==> config.mk <==
export PLATFORM = sky130hd
export DESIGN_NAME = frm_rx
export DESIGN_NICKNAME = d
export VERILOG_FILES = /design/src/rtl/frm_rx_pkg.sv /design/src/rtl/frm_nib_asm.sv /design/src/rtl/frm_ctrl.sv /design/src/rtl/frm_fifo.sv /design/src/rtl/frm_hwm.sv /design/src/rtl/frm_rx.sv
export SDC_FILE = /design/constraint.sdc
export NUM_CORES = 1
export LEC_CHECK = 0
export ABC_AREA = 0
export BUFFER_PORTS_ARGS = -buffer_cell sky130_fd_sc_hd__buf_2
export CAP_MARGIN = 10
export CORE_MARGIN = 2
export CORE_UTILIZATION = 67
export CTS_BUF_LIST = sky130_fd_sc_hd__clkbuf_8 sky130_fd_sc_hd__clkbuf_16
export CTS_CLUSTER_SIZE = 12
export DETAILED_ROUTE_END_ITERATION = 10
export GPL_ROUTABILITY_DRIVEN = 0
export PLACE_DENSITY = 0.84
export SYNTH_ARGS = -nofsm -noshare
export SYNTH_HDL_FRONTEND = slang
export SYNTH_HIERARCHICAL = 1
export SYNTH_SLANG_ARGS = --single-unit
==> constraint.sdc <==
create_clock -name clk -period 13.6 [get_ports clk]
set_clock_uncertainty 0.2 [all_clocks]
set_input_delay 0.68 -clock clk [delete_from_list [all_inputs] [get_ports clk]]
set_output_delay 0.68 -clock clk [all_outputs]
set_load 0.005 [all_outputs]
==> src/rtl/frm_rx_pkg.sv <==
package frm_rx_pkg;
  // Controller view of where the current word sits in a frame
  typedef enum logic [1:0] {
    WP_HEAD,
    WP_BODY,
    WP_CHECK
  } word_pos_t;

  function automatic logic nib_par_bad(input logic [3:0] nib, input logic par);
    // odd parity over nibble plus parity bit is the correct case
    return ~(^{nib, par});
  endfunction
endpackage

==> src/rtl/frm_nib_asm.sv <==
module frm_nib_asm #(
  parameter int NIB_W  = 4,
  parameter int WORD_W = 16
) (
  input  logic              clk,
  input  logic              rst,
  input  logic [NIB_W-1:0]  nib,
  input  logic              sof,
  input  logic              par,
  input  logic              open,
  output logic              wd_vld,
  output logic [WORD_W-1:0] wd_data,
  output logic              wd_perr,
  output logic              wd_first
);
  import frm_rx_pkg::*;

  localparam int NIBS = WORD_W / NIB_W;
  localparam int CW   = $clog2(NIBS);
  localparam int SH_W = WORD_W - NIB_W;

  logic [SH_W-1:0] sh_q;
  logic [CW-1:0]   cnt_q;
  logic            perr_q;
  logic            first_q;

  logic [CW-1:0] idx;
  logic          take;
  logic          bad_now;
  logic          perr_eff;

  assign take     = sof | open;
  assign idx      = sof ? '0 : cnt_q;
  assign bad_now  = nib_par_bad(nib, par);
  assign perr_eff = (sof ? 1'b0 : perr_q) | bad_now;

  // word is handed over combinationally with its last nibble
  assign wd_vld   = take && (idx == CW'(NIBS - 1));
  assign wd_data  = {sh_q, nib};
  assign wd_perr  = perr_eff;
  assign wd_first = sof | first_q;

  always_ff @(posedge clk) begin
    if (rst) begin
      sh_q    <= '0;
      cnt_q   <= '0;
      perr_q  <= 1'b0;
      first_q <= 1'b0;
    end else if (take) begin
      sh_q <= SH_W'({sh_q, nib});
      if (idx == CW'(NIBS - 1)) begin
        cnt_q   <= '0;
        perr_q  <= 1'b0;
        first_q <= 1'b0;
      end else begin
        cnt_q   <= idx + CW'(1);
        perr_q  <= perr_eff;
        first_q <= sof | first_q;
      end
    end
  end
endmodule

==> src/rtl/frm_ctrl.sv <==
module frm_ctrl #(
  parameter int WORD_W = 16,
  parameter int LEN_W  = 4,
  parameter int KIND_W = 4
) (
  input  logic              clk,
  input  logic              rst,
  input  logic              sof,
  input  logic              wd_vld,
  input  logic [WORD_W-1:0] wd_data,
  input  logic              wd_perr,
  input  logic              wd_first,
  input  logic              spec_full,
  output logic              open,
  output logic              wr_en,
  output logic              commit,
  output logic              rewind
);
  import frm_rx_pkg::*;

  localparam int LW = LEN_W + 1;

  logic              open_q;
  logic [LW-1:0]     left_q;
  logic [WORD_W-1:0] vp_q;
  logic              bad_q;
  logic              idle_q;

  word_pos_t         pos;
  logic              hdr_idle;
  logic [WORD_W-1:0] vp_end;
  logic [LEN_W-1:0]  hdr_len;

  assign open     = open_q;
  assign hdr_idle = (wd_data[WORD_W-1 -: KIND_W] == '0);
  assign hdr_len  = wd_data[LEN_W-1:0];
  assign vp_end   = vp_q ^ wd_data;

  always_comb begin
    if (wd_first)                pos = WP_HEAD;
    else if (left_q > LW'(1))    pos = WP_BODY;
    else                         pos = WP_CHECK;
  end

  always_comb begin
    wr_en  = 1'b0;
    commit = 1'b0;
    rewind = 1'b0;
    if (sof && open_q) rewind = 1'b1;
    if (wd_vld) begin
      case (pos)
        WP_HEAD: wr_en = !hdr_idle && !spec_full;
        WP_BODY: wr_en = !idle_q && !spec_full;
        default: begin
          commit = !idle_q && !bad_q && !wd_perr && (vp_end == '0);
          rewind = !commit;
        end
      endcase
    end
  end

  always_ff @(posedge clk) begin
    if (rst) begin
      open_q <= 1'b0;
      left_q <= '0;
      vp_q   <= '0;
      bad_q  <= 1'b0;
      idle_q <= 1'b0;
    end else begin
      if (sof) open_q <= 1'b1;
      if (wd_vld) begin
        case (pos)
          WP_HEAD: begin
            left_q <= {1'b0, hdr_len} + LW'(1);
            vp_q   <= wd_data;
            bad_q  <= wd_perr | (spec_full & ~hdr_idle);
            idle_q <= hdr_idle;
          end
          WP_BODY: begin
            left_q <= left_q - LW'(1);
            vp_q   <= vp_end;
            bad_q  <= bad_q | wd_perr | (spec_full & ~idle_q);
          end
          default: open_q <= 1'b0;
        endcase
      end
    end
  end
endmodule

==> src/rtl/frm_fifo.sv <==
module frm_fifo #(
  parameter int AW     = 4,
  parameter int WORD_W = 16
) (
  input  logic              clk,
  input  logic              rst,
  input  logic              wr_en,
  input  logic [WORD_W-1:0] wr_data,
  input  logic              commit,
  input  logic              rewind,
  input  logic              rd_en,
  output logic [WORD_W-1:0] rd_data,
  output logic              rd_valid,
  output logic              spec_full,
  output logic [AW:0]       lvl,
  output logic [AW:0]       spec_lvl,
  output logic [AW:0]       lvl_nxt
);
  localparam int DEPTH = 1 << AW;

  logic [WORD_W-1:0] mem [DEPTH];
  logic [AW:0] wps_q, wpc_q, rp_q;
  logic [AW:0] wps_n, wpc_n, rp_n;
  logic        rd_ok;

  assign lvl       = wpc_q - rp_q;
  assign spec_lvl  = wps_q - rp_q;
  assign spec_full = (spec_lvl == (AW+1)'(DEPTH));
  assign rd_ok     = rd_en && (lvl != '0);

  always_comb begin
    wps_n = wps_q;
    if (rewind)     wps_n = wpc_q;
    else if (wr_en) wps_n = wps_q + (AW+1)'(1);
    wpc_n = commit ? wps_q : wpc_q;
    rp_n  = rd_ok ? rp_q + (AW+1)'(1) : rp_q;
  end

  assign lvl_nxt = wpc_n - rp_n;

  always_ff @(posedge clk) begin
    if (wr_en) mem[wps_q[AW-1:0]] <= wr_data;
    if (rd_ok) rd_data <= mem[rp_q[AW-1:0]];
  end

  always_ff @(posedge clk) begin
    if (rst) begin
      wps_q    <= '0;
      wpc_q    <= '0;
      rp_q     <= '0;
      rd_valid <= 1'b0;
    end else begin
      wps_q    <= wps_n;
      wpc_q    <= wpc_n;
      rp_q     <= rp_n;
      rd_valid <= rd_ok;
    end
  end
endmodule

==> src/rtl/frm_hwm.sv <==
module frm_hwm #(
  parameter int AW = 4
) (
  input  logic        clk,
  input  logic        rst,
  input  logic [AW:0] lvl_nxt,
  input  logic [AW:0] hwm,
  output logic        bp
);
  always_ff @(posedge clk) begin
    if (rst) bp <= (hwm == '0);
    else     bp <= (lvl_nxt >= hwm);
  end
endmodule

==> src/rtl/frm_rx.sv <==
module frm_rx #(
  parameter int AW     = 4,
  parameter int NIB_W  = 4,
  parameter int WORD_W = 16,
  parameter int LEN_W  = 4,
  parameter int KIND_W = 4
) (
  input  logic              clk,
  input  logic              rst,
  input  logic [NIB_W-1:0]  rx_nib,
  input  logic              rx_sof,
  input  logic              rx_par,
  input  logic [AW:0]       hwm,
  input  logic              rd_en,
  output logic [WORD_W-1:0] rd_data,
  output logic              rd_valid,
  output logic              bp
);
  logic              wd_vld, wd_perr, wd_first;
  logic [WORD_W-1:0] wd_data;
  logic              fr_busy, fr_wr, fr_commit, fr_rewind;
  logic              spec_full;
  logic [AW:0]       fill_lvl, spec_lvl, lvl_nxt;

  frm_nib_asm #(.NIB_W(NIB_W), .WORD_W(WORD_W)) u_asm (
    .clk(clk), .rst(rst), .nib(rx_nib), .sof(rx_sof), .par(rx_par),
    .open(fr_busy), .wd_vld(wd_vld), .wd_data(wd_data),
    .wd_perr(wd_perr), .wd_first(wd_first)
  );

  frm_ctrl #(.WORD_W(WORD_W), .LEN_W(LEN_W), .KIND_W(KIND_W)) u_ctrl (
    .clk(clk), .rst(rst), .sof(rx_sof), .wd_vld(wd_vld), .wd_data(wd_data),
    .wd_perr(wd_perr), .wd_first(wd_first), .spec_full(spec_full),
    .open(fr_busy), .wr_en(fr_wr), .commit(fr_commit), .rewind(fr_rewind)
  );

  frm_fifo #(.AW(AW), .WORD_W(WORD_W)) u_fifo (
    .clk(clk), .rst(rst), .wr_en(fr_wr), .wr_data(wd_data),
    .commit(fr_commit), .rewind(fr_rewind), .rd_en(rd_en),
    .rd_data(rd_data), .rd_valid(rd_valid), .spec_full(spec_full),
    .lvl(fill_lvl), .spec_lvl(spec_lvl), .lvl_nxt(lvl_nxt)
  );

  frm_hwm #(.AW(AW)) u_hwm (
    .clk(clk), .rst(rst), .lvl_nxt(lvl_nxt), .hwm(hwm), .bp(bp)
  );
endmodule

==> impl_results.md, run 1 <==
* Cts repair resizes at 0
* Total die area at ~22000 µm²
* Net count, final at 993
* Final Max Tran Viols at 0
* Finish-stage setup viols at 0
* Post-synthesis net count at 960
* Critical path arrival at 6.06 ns
* Site Rows at 52
* Root Buffer: clkbuf_16
* Reg area at between 9000 and 10000 µm²
* Hpwl dp at 18800 µm
* Number of diodes at 0
* Wirelength per Cell at about 27 µm
* Via count at about 8500
* Vias per std cell at 6.85
* Initial DRC Count at between 1000 and 1500
* H-tree depth at 2
* Final std cell area, no fill at 15400 µm²
* Port Buffers at 31
* Worst path required time at approximately 14 ns
* Largest net degree at the start of global routing at between 50 and 60
* Crit path max fanout at between 50 and 60
* Power per cell area at between 150 and 200 nW/µm²
* RSZ-0062 raised after global routing: no
* Synthesis-to-layout area growth at 9.88%
* Post-route antenna net violation count at 0
* Fin crit share at approximately 43%
* TNS Setup at 0 ns
* Post-CTS Setup Bufs at 0
* Outcome: completed
* First-pass GRT wire length at approximately 52000 µm
* Die Span X at between 100 and 150 µm
* Residual DRC at 0
* CTS sink cnt at between 300 and 400
* Total Wirelength at 34000 µm
* Max Clk Rate at between 0.15 and 0.2 GHz
* Grt ovf at 0
* Crit Path Class: flop to flop
* Crit path capture type: flop
* # fillers at around 1100
* Mapped Area at 14000 µm²
* Clock Path Buffers at 3
* Clk_lat worst skew at 0.51 ns
* Gr usage total at between 30% and 40%
* Synthesized area per cell at 15.3 µm²
* YS warnings at 6
* Antenna violations before repair at 0
* CTS Hold Bufs at 0
* Worst rel slew slack at approximately 29%
* DRT Pass-1 Iters at 5
* Vias in the first global route at around 8500
* Max Cap Violations at 0
* Multi-input logic area at roughly 4400 µm²
* Leakage power at about 5.2 nW
* CTS tree: yes
* Core Area at approximately 20000 µm²
* CTS buffer count at 34
* Utilization after layout at about three quarters
* Share of cells above drive strength 1 at between 10% and 20%
* Worst-path clk slew at ~0.06 ns
* Area post-placement at around 14000 µm²
* Initial Util at between 60 and 70%
* Die height at ~150 µm
* Worst Tran Pin Value at 1.07 ns
* Num ports at 32
* Peak supply drop at 0.0996 mV
* Final Hold Viols at 0
* Count of mapped cells out of synthesis at between 900 and 1000
* Hold Crit Class: flop to flop
* Final Critical Period at around 6 ns
* Element type at the critical path start: flop
==> metal layers <==
layer | vias to the layer above | GRT usage (%) | part of all wire, %
li1 | 3529 | - | -
met4 | 0 | 12.0 | 3.7
met3 | 119 | 5.78 | 11
met1 | 4183 | 44.8 | 36
met5 | - | 0 | 0
met2 | 668 | 52.7 | 49
==> worst max-delay path, stage by stage (launching register included) <==
cell       delay [ns]
dfxtp_2          0.31
buf_4            0.56
clkinv_1         0.84
ha_1             0.63
nand2b_1         0.11
o2bb2ai_1        0.18
xor3_1           0.34
o21ai_2          0.29
mux2i_1          0.37
inv_1            0.11
fa_1             0.45
inv_1            0.07
a21o_1           0.11
a21oi_1          0.07
xor2_1           0.19
xnor2_1          0.16
ha_1             0.28
a21oi_1          0.16
a2bb2oi_1        0.18
o31ai_1          0.09
==> state kept, by name, indices dropped and copies added, names as in the netlist, 2 cells and up <==
name / cells
u_asm/cnt_q: 2
u_asm/sh_q: 12
u_ctrl/left_q: 5
u_ctrl/vp_q: 16
u_fifo/mem: 256
u_fifo/rd_data: 16
u_fifo/rp_q: 5
u_fifo/wpc_q: 5
u_fifo/wps_q: 5
==> metrics by stage <==
stage	setup slack, ns	power, W	hold WS [ns]	std cells
6_report	7.71	0.00250	0.248	1241
2_1_floorplan	8.60	0.00153	0.222	917
3_3_place_gp	7.94	0.00164	0.237	1184
5_1_grt	7.45	0.00258	0.289	1241
4_1_cts	7.76	0.00250	0.255	1241
3_5_place_dp	7.66	0.00166	0.247	1184
==> cells in the final DEF (no fill, tap or decap), drive strengths merged, types with 6 or more instances in the layout <==
master    n
buf      48
clkinv    7
nand4     8
inv      43
a21oi    30
xnor2    45
nor2     54
nor2b     6
clkbuf   36
o311ai   14
dfxtp    57
nand2   117
xor2      7
a31oi    18
o21ai    10
nand3     9
mux2i     6
ha       26
edfxtp  272
and3     20
nor3     12
mux4     64
==> worst paths after layout <==
kind,depth (start not counted),from,slack (ns),to
max,19,u_fifo/rp_q[2],7.71,u_hwm/bp
min,2,u_asm/cnt_q[1],0.25,u_asm/cnt_q[1]
max reg2reg,19,u_fifo/rp_q[2],7.71,u_hwm/bp
min reg2reg,2,u_asm/cnt_q[1],0.25,u_asm/cnt_q[1]
==> report_power, final <==
| group | internal, W | switching, W |
|---|---|---|
| registers | 0.00113 | 0.0000403 |
| logic | 0.000224 | 0.000267 |
| clock network | 0.000468 | 0.000368 |
| total | 0.00183 | 0.000675 |
==> area by class of cell <==
class | count | share of cell area (%)
sequential | 329 | 60.4
inverter | 29 | 0.706
timing repair buffer | 48 | 1.83
multi-input combinational | 508 | 28.6
clock buffer | 36 | 5.77
clock inverter | 21 | 0.552
tap | 270 | 2.19
No activity file was read; power rests on OpenSTA's default activity.
==> inputs of run 2 (changes only) <==
--- a/config.mk
+++ b/config.mk
@@ -9,12 +9,12 @@
 export BUFFER_PORTS_ARGS = -buffer_cell sky130_fd_sc_hd__buf_2
 export CAP_MARGIN = 10
 export CORE_MARGIN = 2
-export CORE_UTILIZATION = 67
+export CORE_UTILIZATION = 56
 export CTS_BUF_LIST = sky130_fd_sc_hd__clkbuf_8 sky130_fd_sc_hd__clkbuf_16
 export CTS_CLUSTER_SIZE = 12
 export DETAILED_ROUTE_END_ITERATION = 10
 export GPL_ROUTABILITY_DRIVEN = 0
-export PLACE_DENSITY = 0.84
+export PLACE_DENSITY = 0.75
 export SYNTH_ARGS = -nofsm -noshare
 export SYNTH_HDL_FRONTEND = slang
 export SYNTH_HIERARCHICAL = 1
==> constraint.sdc (replaced) <==
create_clock -name clk -period 4.85 [get_ports clk]
set_clock_uncertainty 0.2 [all_clocks]
set_input_delay 0.2425 -clock clk [delete_from_list [all_inputs] [get_ports clk]]
set_output_delay 0.2425 -clock clk [all_outputs]
set_load 0.005 [all_outputs]
==> impl_results.md, run 2 (synthesized netlist as in run 1, its figures left out) <==
* Logic pwr share at 20.1% (+0.5 points)
* Num ports at 32 (unchanged)
* Final Max Tran Viols at 0 (unchanged)
* Total Wirelength at 29800 µm (-12%)
* Largest net degree at the start of global routing at 57 (unchanged)
* Residual DRC at 0 (unchanged)
* Fin crit share at 91.7% (+48 points)
* Power, Total at 0.00695 W (+180%)
* Worst rel slew slack at 19.1% (-9.5 points)
* TNS Setup at 0 ns (unchanged)
* Peak supply drop at 0.287 mV (+190%)
* Critical-path top delay cell: nor3b_1
* Reg area at 9320 µm² (unchanged)
* Max Cap Violations at 0 (unchanged)
* Non-Filler Instances at 1327 (+6.9%)
* Sw Share at 25.6% (-1.4 points)
* # fillers at 1656 (+54%)
* Crit path capture type: flop
* CTS buffer count at 35 (+2.9%)
* Share of cells above drive strength 1 at 21.7% (+3.1 points)
* Core Area at 24500 µm² (+20%)
* Crit. path cell count at 15 (-4)
* Placed insts at 1270 (+7.3%)
* Vias per std cell at 5.96 (-13%)
* Site Rows at 57 (+9.6%)
* RR Endpoint: u_fifo/wps_q[4]
* Initial Util at 57.4% (-11 points)
* Die height at 162 µm (+9.1%)
* R2R depth at 15 (-4)
* Most common cell after layout, fill and taps aside: edfxtp_1
* Critical path arrival at 4.61 ns (-1.45 ns)
* Synthesis-to-layout area growth at 12.5%
* Worst reg-to-reg setup slack at 0.40 ns (-7.31 ns)
* CTS tree: yes
* Worst-path clk slew at 0.06 ns (about the same)
* Wirelength per Cell at 22.5 µm (-18%)
* CTS sink cnt at 329 (unchanged)
* Leakage power at 5.42 nW (+3.7%)
* Crit Path Class: flop to flop
* Root Buffer: clkbuf_16
* Multi-input logic area at 4380 µm² (-0.51%)
* Vias in the first global route at 8061 (-4.8%)
* Delay-heaviest family, CP: simple AND/OR/NAND/NOR gates
* Total die area at 26400 µm² (+19%)
* Clock Power Share at 33.8% (+0.4 points)
* Worst path required time at 5.01 ns (-8.76 ns)
* Final Critical Period at 4.45 ns (-1.44 ns)
* Finish-stage setup viols at 0 (unchanged)
* Clock Path Buffers at 3 (unchanged)
* Critical Path Sink: u_fifo/wps_q[4]
* Via count at 7911 (-6.9%)
* H-tree depth at 2 (unchanged)
* Antenna violations before repair at 0 (unchanged)
* CP bufs+invs at 2 (-2)
* Grt ovf at 0 (unchanged)
* Element type at the critical path start: flop
* Net count, final at 1032 (+3.9%)
* Gr usage total at 23.7% (-8.7 points)
* Final Hold Viols at 0 (unchanged)
* Power per cell area at 440 nW/µm² (+170%)
* Seq pwr share at 46.2% (-0.7 points)
* Die Span X at 162 µm (+9.1%)
* Initial DRC Count at 771 (-26%)
* Post-route antenna net violation count at 0 (unchanged)
* Port Buffers at 31 (unchanged)
* Commonest cells after routing, fill and taps aside: edfxtp_1 (272), nand2_1 (117), mux4_2 (64), dfxtp_1 (54), nor2_1 (52)
* Critical path origin: u_fifo/rp_q[0]
* RSZ-0062 raised after global routing: no
* Crit path max fanout at 29 (-43%)
* Post-CTS Setup Bufs at 0 (unchanged)
* Hpwl dp at 18100 µm (-3.7%)
* Hold Crit Class: primary input to flop
* Crit-path max cell delay at 0.85 ns (about the same)
* Worst Tran Pin Value at 1.21 ns (+0.142 ns)
* First-pass GRT wire length at 47000 µm (-10%)
* Reg-to-reg startpoint: u_fifo/rp_q[0]
* Max FFs per register at 256 (unchanged)
* Utilization after layout at 64.6% (-11 points)
* Clk_lat worst skew at 0.51 ns (about the same)
* Outcome: completed
* Number of diodes at 0 (unchanged)
* Min-delay src: rx_nib[2]
* CP cell instances: buf_4 > ha_1 > fa_1 > inv_1 > a21o_1 > a21oi_1 > xnor2_1 > nor4b_1 > nor3b_1 > nand2_1 > nor2_2 > xnor2_1 > nor2_1 > a21oi_1 > nor2_1
* Max Clk Rate at 0.225 GHz (+32%)
* Net Sw Power at 0.00178 W (+160%)
* Power Internal at 0.00517 W (+180%)
* DRT Pass-1 Iters at 5 (unchanged)
[run 2: changes by cell type in the layout (fill, tap and decap cells not counted), sizes merged]
cell         change
inv              -7
clkbuf           -1
buf             +32
clkinv           +1
bufinv           +1
dlygate4sd3      +6
[run 2: worst min-delay path by stage]
stage	endpoint	slack, ns	cells after the start
after detailed placement	u_asm/cnt_q[1]	0.24	2
after global routing	u_fifo/mem[3][1]	0.05	2
final	u_asm/sh_q[2]	0.06	4
after global placement	u_asm/cnt_q[1]	0.24	2
after CTS	u_asm/sh_q[2]	0.04	4
after floorplan	u_asm/cnt_q[1]	0.11	1
[run 2: per-stage QoR]
stage	setup WS [ns]	hold WS, ns	cell area, µm²
floorplan	0.287	0.112	14000
global placement	0.143	0.239	14700
detailed placement	0.0398	0.241	14700
CTS	0.403	0.0391	15800
global route	0.0764	0.0528	15800
finish	0.404	0.0581	15800
[run 2: repair_timing]
item	in CTS	in global routing
endpoints found under the hold margin	5	0
hold buffers	6	0
setup endpoints to repair	0	0
resized for setup	0	0
[run 2: tightest hold or removal path: stages]
cell and delay, ns:
buf_2 0.11, buf_4 0.21, nand2_1 0.09, a21oi_1 0.06
[run 2: cell type report]
cell class                      instances  share of cell area, %
Multi-Input combinational cell        508                   27.7
Sequential cell                       329                   59.0
Inverter                               29                  0.689
Timing Repair Buffer                   86                   3.77
Tap cell                              324                   2.57
Clock buffer                           35                   5.55
Clock inverter                         16                  0.705
[run 2: power by group through the flow]
stage / sequential [W] / combinational, W / clock [W]
4_1_cts: 0.00321 / 0.00140 / 0.00239
5_1_grt: 0.00322 / 0.00155 / 0.00250
2_1_floorplan: 0.00329 / 0.00101 / 0
3_5_place_dp: 0.00327 / 0.00139 / 0
6_report: 0.00321 / 0.00139 / 0.00235
3_3_place_gp: 0.00326 / 0.00136 / 0
[run 2: metal layers]
metal / share of wire, % / vias to the layer above / global-route usage, %
li1: - / 3597 / -
met1: 43 / 4011 / 32.5
met2: 49 / 253 / 39.8
met3: 6.5 / 50 / 4.69
met4: 1.7 / 0 / 5.39
met5: 0 / - / 0
==> inputs of run 3 (changes only) <==
--- a/config.mk
+++ b/config.mk
@@ -6,9 +6,8 @@
 export NUM_CORES = 1
 export LEC_CHECK = 0
 export ABC_AREA = 0
-export BUFFER_PORTS_ARGS = -buffer_cell sky130_fd_sc_hd__buf_2
+export BUFFER_PORTS_ARGS = -buffer_cell sky130_fd_sc_hd__buf_4
 export CAP_MARGIN = 10
-export CORE_MARGIN = 2
 export CORE_UTILIZATION = 56
 export CTS_BUF_LIST = sky130_fd_sc_hd__clkbuf_8 sky130_fd_sc_hd__clkbuf_16
 export CTS_CLUSTER_SIZE = 12
==> impl_results.md, run 3 (synthesized netlist as in run 1, its figures left out) <==
* Site Rows at 57 (unchanged)
* Post-route antenna net violation count at 0 (unchanged)
* Commonest cells after routing, fill and taps aside: edfxtp_1 (272), nand2_1 (117), buf_4 (79), mux4_2 (64), dfxtp_1 (54)
* Via count at 8093 (+2.3%)
* Largest net degree at the start of global routing at 57 (unchanged)
* Max FFs per register at 256 (unchanged)
* Final Hold Viols at 0 (unchanged)
* CTS tree: yes
* Place WS at -0.0392 ns (-0.0791 ns)
* Grt ovf at 0 (unchanged)
* Core Area at 24500 µm² (unchanged)
* Worst path required time at 5.02 ns (about the same)
* Wirelength per Cell at 22.6 µm (+0.57%)
* Peak supply drop at 0.243 mV (-15%)
* RSZ-0062 raised after global routing: no
* Die Span X at 160 µm (-1.2%)
* Hold slack at 0.0407 ns (-0.0173 ns)
* Crit path max fanout at 4 (-86%)
* Root Buffer: clkbuf_16
* Initial DRC Count at 827 (+7.3%)
* H-tree depth at 2 (unchanged)
* Crit path capture type: flop
* Max Clk Rate at 0.224 GHz (-0.60%)
* Fin crit share at 92.2% (+0.55 points)
* Total Wirelength at 29900 µm (+0.42%)
* Final worst slack at 0.377 ns (-0.0269 ns)
* Num ports at 32 (unchanged)
* Max Cap Violations at 0 (unchanged)
* Worst rel slew slack at 16.9% (-2.2 points)
* Element type at the critical path start: primary input
* CTS buffer count at 34 (-2.9%)
* Port Buffers at 31 (unchanged)
* Number of diodes at 0 (unchanged)
* Initial Util at 57.4% (unchanged)
* Die height at 160 µm (-1.2%)
* Post-CTS Setup Bufs at 0 (unchanged)
* Worst Tran Pin Value at 1.24 ns (+0.0333 ns)
* Total die area at 25700 µm² (-2.4%)
* Residual DRC at 0 (unchanged)
* Crit Path Class: primary input to flop
* Antenna violations before repair at 0 (unchanged)
* Most common cell after layout, fill and taps aside: edfxtp_1
* # fillers at 1641 (-0.91%)
* Finish-stage setup viols at 0 (unchanged)
* Clock Path Buffers at 3 (unchanged)
* Clk_lat worst skew at 0.50 ns (about the same)
* Final Critical Period at 4.47 ns (+0.0269 ns)
* Vias in the first global route at 8225 (+2.0%)
* Power per cell area at 442 nW/µm² (+0.37%)
* DRT Pass-1 Iters at 5 (unchanged)
* Leakage power at 5.44 nW (+0.48%)
* Synthesis-to-layout area growth at 13.0%
* Net count, final at 1030 (-0.19%)
* Worst-path clk slew at 0.06 ns (about the same)
* Share of cells above drive strength 1 at 21.5% (-0.26 points)
* Vias per std cell at 6.11 (+2.5%)
* CTS sink cnt at 329 (unchanged)
* Crit-path max cell delay at 0.55 ns (-0.30 ns)
* First-pass GRT wire length at 46900 µm (-0.34%)
* Critical-path top delay cell: or4_1
* CP cell instances: buf_4 > xnor3_1 > xnor2_1 > o21ai_0 > or4_1 > or4_1 > nor3_2 > mux2_2 > ha_1 > a21o_1 > a21oi_1 > xor2_1 > xnor2_1 > ha_1 > a21oi_1 > a2bb2oi_1 > o31ai_1
* Final Max Tran Viols at 0 (unchanged)
* Outcome: completed
* Hpwl dp at 18000 µm (-0.54%)
* Critical path arrival at 4.64 ns (+0.03 ns)
* Hold Crit Class: primary input to flop
* Gr usage total at 24.3% (+0.61 points)
## run 3: cell types whose count changed in the layout (fill, tap and decap cells not counted), sizes merged
cell    previous run  this run
clkinv             8         6
clkbuf            35        34
bufinv             1         2
buf               80        79
inv               36        37
## run 3: what timing repair did
item / in CTS / in global routing
resized for setup: 0 / 0
endpoints found under the hold margin: 5 / 0
hold buffers: 6 / 0
## run 3: layer usage
| metal | GRT usage [%] | part of all wire, % | vias up |
|---|---|---|---|
| li1 | - | - | 3601 |
| met1 | 33.1 | 40 | 4086 |
| met2 | 39.7 | 49 | 348 |
| met3 | 4.34 | 8.1 | 58 |
| met4 | 8.44 | 2.7 | 0 |
| met5 | 0 | 0 | - |
## run 3: critical path: cells and delay by family
kind                       cells  cell delay (ns)
and+or+nand+nor                3             1.40
adders and majority gates      2             0.60
AOI/OAI and AO/OA              6             0.98
muxes                          1             0.40
buffers and inverters          1             0.11
xor gates and xnor gates       4             0.91
## run 3: final cells by class
class	count	area [µm²]	share of cell area [%]
Inverter	29	109	0.686
Tap cell	324	405	2.56
Clock buffer	34	851	5.37
Multi-Input combinational cell	508	4380	27.6
Clock inverter	16	140	0.884
Timing Repair Buffer	85	653	4.12
Sequential cell	329	9320	58.7
## run 3: where the power goes
| group | internal (W) | total [W] | switching (W) |
|---|---|---|---|
| Combinational | 0.000677 | 0.00143 | 0.000749 |
| Clock | 0.00137 | 0.00236 | 0.000989 |
| Sequential | 0.00318 | 0.00322 | 0.0000387 |
| Total | 0.00523 | 0.00700 | 0.00178 |
## run 3: final timing paths
path	from	to	slack (ns)	cells after the start
max	rx_nib[0]	u_hwm/bp	0.38	17
min	rst	u_fifo/wpc_q[1]	0.04	2
max reg2reg	u_fifo/wpc_q[0]	u_hwm/bp	0.45	19
min reg2reg	u_asm/cnt_q[1]	u_asm/cnt_q[1]	0.26	2
## run 3: through the flow
stage / setup TNS [ns] / instance area (µm²) / instances / power [W] / util, %
after floorplan: 0 / 14000 / 917 / 0.00429 / -
after global placement: 0 / 14800 / 1269 / 0.00466 / 60.5
after detailed placement: -0.0392 / 14800 / 1269 / 0.00469 / 60.5
after CTS: 0 / 15900 / 1325 / 0.00705 / 64.8
after global routing: 0 / 15900 / 1325 / 0.00729 / 64.8
final: 0 / 15900 / 1325 / 0.00700 / 64.8
